--- src/rtl/bm_pkg.sv ---
package bm_pkg;
    typedef enum logic [1:0] {
        SZ_BYTE = 2'd0,
        SZ_HALF = 2'd1,
        SZ_WORD = 2'd2,
        SZ_RSVD = 2'd3
    } acc_size_e;

    localparam int SLICE_BYTES = 8;
    localparam int DW          = 32;

    typedef struct packed {
        logic        run;
        logic        dir;
        logic [1:0]  st_rw;
        logic        err;
        logic        irq;
        logic [29:0] desc;
        logic        abort;
        logic        cfg_irq;
    } chan_regs_t;
endpackage

--- src/rtl/bm_addr_decode.sv ---
module bm_addr_decode #(
    parameter int NUM_CH = 2,
    parameter int AW     = 4
) (
    input  logic              sel_i,
    input  logic [AW-1:0]     addr_i,
    output logic [NUM_CH-1:0] hit_o,
    output logic [2:0]        off_o
);
    always_comb begin
        off_o = addr_i[2:0];
        for (int n = 0; n < NUM_CH; n++) begin
            hit_o[n] = sel_i && (addr_i[AW-1:3] == (AW-3)'(n));
        end
    end
endmodule

--- src/rtl/bm_channel.sv ---
module bm_channel
    import bm_pkg::*;
(
    input  logic          clk,
    input  logic          rst_n,
    input  logic          hit_i,
    input  logic          wr_i,
    input  logic [2:0]    off_i,
    input  logic [1:0]    size_i,
    input  logic [DW-1:0] wdata_i,
    output logic [DW-1:0] rdata_o,
    input  logic          eng_active_i,
    input  logic          eng_err_set_i,
    input  logic          eng_irq_set_i,
    input  logic          drv_irq_i,
    output logic          run_o,
    output logic          dir_o,
    output logic          abort_o,
    output logic [DW-1:0] desc_o,
    output logic          cfg_irq_o,
    output logic          err_o,
    output logic          irq_o
);
    chan_regs_t r_d, r_q;

    logic          is_ptr;
    logic          is_byte;
    logic          ptr_ok;
    logic [DW-1:0] ptr_full;
    logic [DW-1:0] ptr_new;
    logic [DW-1:0] ones_w;

    always_comb begin
        is_ptr   = off_i[2];
        is_byte  = (size_i == SZ_BYTE);
        ptr_full = {r_q.desc, 2'b00};
        ptr_ok   = is_byte
                || (size_i == SZ_HALF && !off_i[0])
                || (size_i == SZ_WORD && off_i[1:0] == 2'b00);
        ones_w   = (size_i == SZ_BYTE) ? 32'h0000_00FF :
                   (size_i == SZ_HALF) ? 32'h0000_FFFF : 32'hFFFF_FFFF;

        ptr_new = ptr_full;
        case (size_i)
            SZ_BYTE: ptr_new[8*off_i[1:0] +: 8] = wdata_i[7:0];
            SZ_HALF: ptr_new[16*off_i[1] +: 16] = wdata_i[15:0];
            default: ptr_new = wdata_i;
        endcase

        r_d         = r_q;
        r_d.abort   = 1'b0;
        r_d.cfg_irq = drv_irq_i;

        if (hit_i && wr_i) begin
            if (!is_ptr && is_byte) begin
                if (off_i[1:0] == 2'd0) begin
                    r_d.run   = wdata_i[0];
                    r_d.dir   = wdata_i[3];
                    r_d.abort = r_q.run && !wdata_i[0];
                end else if (off_i[1:0] == 2'd2) begin
                    r_d.st_rw = wdata_i[6:5];
                    if (wdata_i[1]) r_d.err = 1'b0;
                    if (wdata_i[2]) r_d.irq = 1'b0;
                end
            end else if (is_ptr && ptr_ok) begin
                r_d.desc = ptr_new[31:2];
            end
        end

        if (eng_err_set_i) r_d.err = 1'b1;
        if (eng_irq_set_i) r_d.irq = 1'b1;

        rdata_o = '0;
        if (hit_i) begin
            if (!is_ptr) begin
                if (!is_byte) begin
                    rdata_o = ones_w;
                end else begin
                    case (off_i[1:0])
                        2'd0:    rdata_o = {24'd0, 4'd0, r_q.dir, 2'b00, r_q.run};
                        2'd2:    rdata_o = {24'd0, 1'b0, r_q.st_rw, 2'b00,
                                            r_q.irq, r_q.err, eng_active_i};
                        default: rdata_o = 32'h0000_00FF;
                    endcase
                end
            end else if (!ptr_ok) begin
                rdata_o = ones_w;
            end else begin
                case (size_i)
                    SZ_BYTE: rdata_o = {24'd0, ptr_full[8*off_i[1:0] +: 8]};
                    SZ_HALF: rdata_o = {16'd0, ptr_full[16*off_i[1] +: 16]};
                    default: rdata_o = ptr_full;
                endcase
            end
        end
    end

    always_ff @(posedge clk or negedge rst_n) begin
        if (!rst_n) r_q <= '0;
        else        r_q <= r_d;
    end

    assign run_o     = r_q.run;
    assign dir_o     = r_q.dir;
    assign abort_o   = r_q.abort;
    assign desc_o    = {r_q.desc, 2'b00};
    assign cfg_irq_o = r_q.cfg_irq;
    assign err_o     = r_q.err;
    assign irq_o     = r_q.irq;
endmodule

--- src/rtl/ide_bm_regs.sv ---
module ide_bm_regs
    import bm_pkg::*;
#(
    parameter  int NUM_CH = 2,
    localparam int AW     = $clog2(NUM_CH * SLICE_BYTES)
) (
    input  logic                 clk,
    input  logic                 rst_n,
    input  logic                 bus_sel_i,
    input  logic                 bus_wr_i,
    input  logic [AW-1:0]        bus_addr_i,
    input  logic [1:0]           bus_size_i,
    input  logic [DW-1:0]        bus_wdata_i,
    output logic [DW-1:0]        bus_rdata_o,
    input  logic [NUM_CH-1:0]    eng_active_i,
    input  logic [NUM_CH-1:0]    eng_err_set_i,
    input  logic [NUM_CH-1:0]    eng_irq_set_i,
    output logic [NUM_CH-1:0]    run_o,
    output logic [NUM_CH-1:0]    dir_o,
    output logic [NUM_CH-1:0]    abort_o,
    output logic [NUM_CH*DW-1:0] desc_addr_o,
    input  logic [NUM_CH-1:0]    drv_irq_i,
    output logic [NUM_CH-1:0]    legacy_irq_o,
    output logic [NUM_CH-1:0]    cfg_irq_o
);
    logic [NUM_CH-1:0] ch_hit;
    logic [2:0]        ch_off;
    logic [DW-1:0]     ch_rdata [NUM_CH];
    logic [NUM_CH-1:0] ch_err;
    logic [NUM_CH-1:0] ch_irq;

    bm_addr_decode #(.NUM_CH(NUM_CH), .AW(AW)) u_dec (
        .sel_i  (bus_sel_i),
        .addr_i (bus_addr_i),
        .hit_o  (ch_hit),
        .off_o  (ch_off)
    );

    for (genvar n = 0; n < NUM_CH; n++) begin : g_ch
        bm_channel u_ch (
            .clk           (clk),
            .rst_n         (rst_n),
            .hit_i         (ch_hit[n]),
            .wr_i          (bus_wr_i),
            .off_i         (ch_off),
            .size_i        (bus_size_i),
            .wdata_i       (bus_wdata_i),
            .rdata_o       (ch_rdata[n]),
            .eng_active_i  (eng_active_i[n]),
            .eng_err_set_i (eng_err_set_i[n]),
            .eng_irq_set_i (eng_irq_set_i[n]),
            .drv_irq_i     (drv_irq_i[n]),
            .run_o         (run_o[n]),
            .dir_o         (dir_o[n]),
            .abort_o       (abort_o[n]),
            .desc_o        (desc_addr_o[n*DW +: DW]),
            .cfg_irq_o     (cfg_irq_o[n]),
            .err_o         (ch_err[n]),
            .irq_o         (ch_irq[n])
        );
    end

    always_comb begin
        bus_rdata_o = '0;
        for (int n = 0; n < NUM_CH; n++) begin
            bus_rdata_o = bus_rdata_o | ch_rdata[n];
        end
    end

    assign legacy_irq_o = drv_irq_i;
endmodule

--- config.mk ---
export PLATFORM = sky130hd
export DESIGN_NAME = ide_bm_regs
export DESIGN_NICKNAME = d
export VERILOG_FILES = /design/src/rtl/bm_pkg.sv /design/src/rtl/bm_addr_decode.sv /design/src/rtl/bm_channel.sv /design/src/rtl/ide_bm_regs.sv
export SDC_FILE = /design/constraint.sdc
export NUM_CORES = 1
export LEC_CHECK = 0
export BUFFER_PORTS_ARGS = -buffer_cell sky130_fd_sc_hd__buf_2
export CORE_UTILIZATION = 55
export DETAILED_ROUTE_END_ITERATION = 8
export PLACE_DENSITY = 0.88
export SETUP_SLACK_MARGIN = 0.05
export SKIP_CTS_REPAIR_TIMING = 1
export SYNTH_ARGS = -nofsm -noshare
export SYNTH_HDL_FRONTEND = slang
export SYNTH_HIERARCHICAL = 1
export SYNTH_SLANG_ARGS = --single-unit
--- constraint.sdc ---
create_clock -name clk -period 4.1 [get_ports clk]
set_clock_uncertainty 0.15 [all_clocks]
set_input_delay 0.205 -clock clk [delete_from_list [all_inputs] [get_ports clk]]
set_output_delay 0.205 -clock clk [all_outputs]
set_load 0.01 [all_outputs]
==> results.yml <==
status:
  status: "complete, but fails checks"
  violations: "DRC"
logic_synthesis:
  synth_edf_count: 0
  yosys_warnings: 6
  syn_avg_cell_area_um2: 9.03
  synth_flop_cell: "dfrtp_1"
  synth-async-reset-ratio: 1.00
  synth_seq_area_share: 0.274
  netlist_top_cells_area: "dfrtp_1 (27%), buf_4 (8.2%), mux2_2 (6.3%), o2bb2ai_1 (5.3%), nor2_1 (5.1%)"
  synth_top_area_frac: 0.274
  yosysMostFrequentCell: "nor2_1"
  syn-cell-area_um2: 6930
  synthCells: 767
  ys_seq_elements: 76
  ys_types: 84
  ys_top_cells_by_count: "nor2_1 (94), buf_4 (76), dfrtp_1 (76), o2bb2ai_1 (42), mux2_2 (39)"
  yosysTopAreaCell: "dfrtp_1"
power:
  p_per_area_nw_per_um2: 411
  comb_power_share: 0.320
  power_frac_seq: 0.372
  ir_drop_uv: 239
  total_power_w: 0.00308
  power.switching_w: 0.00113
  power.leakage_nw: 3.46
  p_int_w: 0.00195
  switching_share: 0.367
  p_clk_frac: 0.308
finish:
  final_cell_count_no_fill: 990
  drive_above_1_share: 0.298
  fin_nets: 879
  area_delta_synth_final_pct: 8.14
  design_area_um2: 7490
  diodes: 0
sta:
  finalCritPeriodShare: 0.784
  rsz0062_at_grt: "no"
  worstMarginPinSlew_ns: 1.01
  fmax_ghz: 0.311
  slew_viol_final: 0
  relSlewSlack: 0.326
  final_hold_viol_count: 0
  fin_crit_ns: 3.22
  setup_viol: 0
  tns_ns: 0
global_routing:
  grt_pass1_vias: 6230
  grt_max_degree: 77
  grt-ovfl-total: 0
  antenna_found_initial: 0
  grt_usage: 0.370
  grt_pass1_wl_um: 35900
floorplanning:
  rows: 40
  dieHeight_um: 114
  initial_core_util: 0.570
  ios: 156
  die_area_um2: 13100
  coreArea_um2: 12200
  dieWidth_um: 114
clock_network:
  numClockSinks: 76
  insertion_delay_ns: 0.34
  clockRootBuffer: "clkbuf_16"
  tritoncts: "yes"
  cts.path.max_buffers: 2
  cts_buffers: 9
  htreeDepth: 3
  clkTransAtPathRegs_ns: 0.06
placement:
  globalplace.congestion: 0.976
  placedCellCount: 967
  port_buffers: 151
  dp_hpwl_um: 16900
  dpl_cell_area_um2: 7070
setup_path:
  arrival_ns: 2.86
  start_kind: "primary input"
  end_kind: "primary output"
  crit_type: "in -> out"
  worstPathRequired_ns: 3.74
  critPathMaxFanout: 33
routing:
  via_count: 6856
  dr.first_iter.drc_count: 843
  wl_per_cell_um: 24.4
  viasPerCell: 6.93
  drt-pass1-iter-count: 9
  drcViolationCount: 24
  wirelength_um: 24200
  drtAntennaViolNets: 0
worst_hold_path:
  hold_class: "in -> reg"
job:
  drv_cap: 0
[placed cells by master, fill, tap and decap left out, types with 4 or more instances in the layout]
cell,n
nor3_1,5
a221oi_1,21
and3_1,5
dlygate4sd3_1,7
a2111oi_0,4
mux2_2,39
a32oi_1,7
ha_1,12
clkbuf_16,9
conb_1,4
buf_2,150
nand4_1,4
a222oi_1,31
nand3b_1,7
nand2_1,24
dfrtp_1,76
mux2i_1,12
or2_1,34
nor2b_1,18
o2bb2ai_1,42
buf_4,5
o21ai_0,12
nand3_1,6
nor2_1,94
a21oi_1,28
a22oi_1,13
and2_1,4
nand2b_1,7
o22ai_1,6
a21o_1,15
inv_1,14
nor4_1,5
a22o_1,20
[worst paths after layout]
check,slack [ns],start,end,depth (start not counted)
max,0.88,bus_addr_i[0],bus_rdata_o[9],9
min,0.08,bus_wdata_i[0],g_ch[1].u_ch/abort_o$_DFF_PN0_,2
max reg2reg,2.47,g_ch[1].u_ch/desc_o[23]$_DFFE_PN0P_,g_ch[1].u_ch/desc_o[23]$_DFFE_PN0P_,4
min reg2reg,0.34,g_ch[1].u_ch/err_o$_DFFE_PN0P_,g_ch[1].u_ch/err_o$_DFFE_PN0P_,1
max in group asynchronous,2.73,rst_n,g_ch[1].u_ch/err_o$_DFFE_PN0P_,2
min in group asynchronous,0.41,rst_n,g_ch[1].u_ch/cfg_irq_o$_DFF_PN0_,2
[area by class of cell]
class	count	area [um^2]
Clock buffer	10	239
Clock inverter	6	111
Fill cell	1047	4670
Inverter	15	56.3
Multi-Input combinational cell	552	4100
Sequential cell	76	1900
Tap cell	168	210
Timing Repair Buffer	163	878
[per-layer routing]
metal | vias up | part of all wire | GRT usage
li1 | 2949 | - | -
met1 | 3192 | 0.36 | 0.469
met2 | 603 | 0.44 | 0.556
met3 | 112 | 0.15 | 0.119
met4 | 0 | 0.056 | 0.206
met5 | - | 0 | 0
[critical path, cell delays in order]
cell and delay [ns]:
buf_2 0.39, inv_1 0.19, ha_1 0.39, nand2b_1 0.27
a22oi_4 0.79, a21oi_1 0.08, a21oi_1 0.20, or2_1 0.19
buf_2 0.15
[cell families (layout without fill, tap and decap cells)]
group                      count (synthesis)  in the layout  share of synthesized area
AOI/OAI and AO/OA                        233            233                      0.283
buffers and inverters                    141            194                      0.135
adders and majority gates                 12             12                     0.0217
other                                      2              4                    0.00108
DFF                                       76             76                      0.274
and+or+nand+nor                          250            250                      0.200
muxes                                     53             53                     0.0840
[power groups by stage]
stage	logic (W)	registers (W)	clock network, W
after floorplan	0.000822	0.00104	0
final	0.000986	0.00115	0.000950
after detailed placement	0.000949	0.00114	0
after global placement	0.000932	0.00114	0
after global routing	0.00105	0.00115	0.000989
after CTS	0.000957	0.00113	0.000945
[registers in the layout (all words and copies together) (netlist names)]
register / count
g_ch.u_ch/desc_o: 60
g_ch.u_ch/r_q: 4
g_ch.u_ch/abort_o: 2
g_ch.u_ch/cfg_irq_o: 2
g_ch.u_ch/dir_o: 2
g_ch.u_ch/err_o: 2
g_ch.u_ch/irq_o: 2
g_ch.u_ch/run_o: 2
[metrics by stage]
stage          setup WS (ns)  utilization  hold slack (ns)
2_1_floorplan           1.63            -           -0.241
3_3_place_gp            1.11        0.582            0.173
3_5_place_dp            1.04        0.582            0.176
4_1_cts                 1.02        0.610           -0.185
5_1_grt                0.727        0.616           0.0689
6_report               0.884        0.616           0.0762
Power figures use the tool's default switching activity.
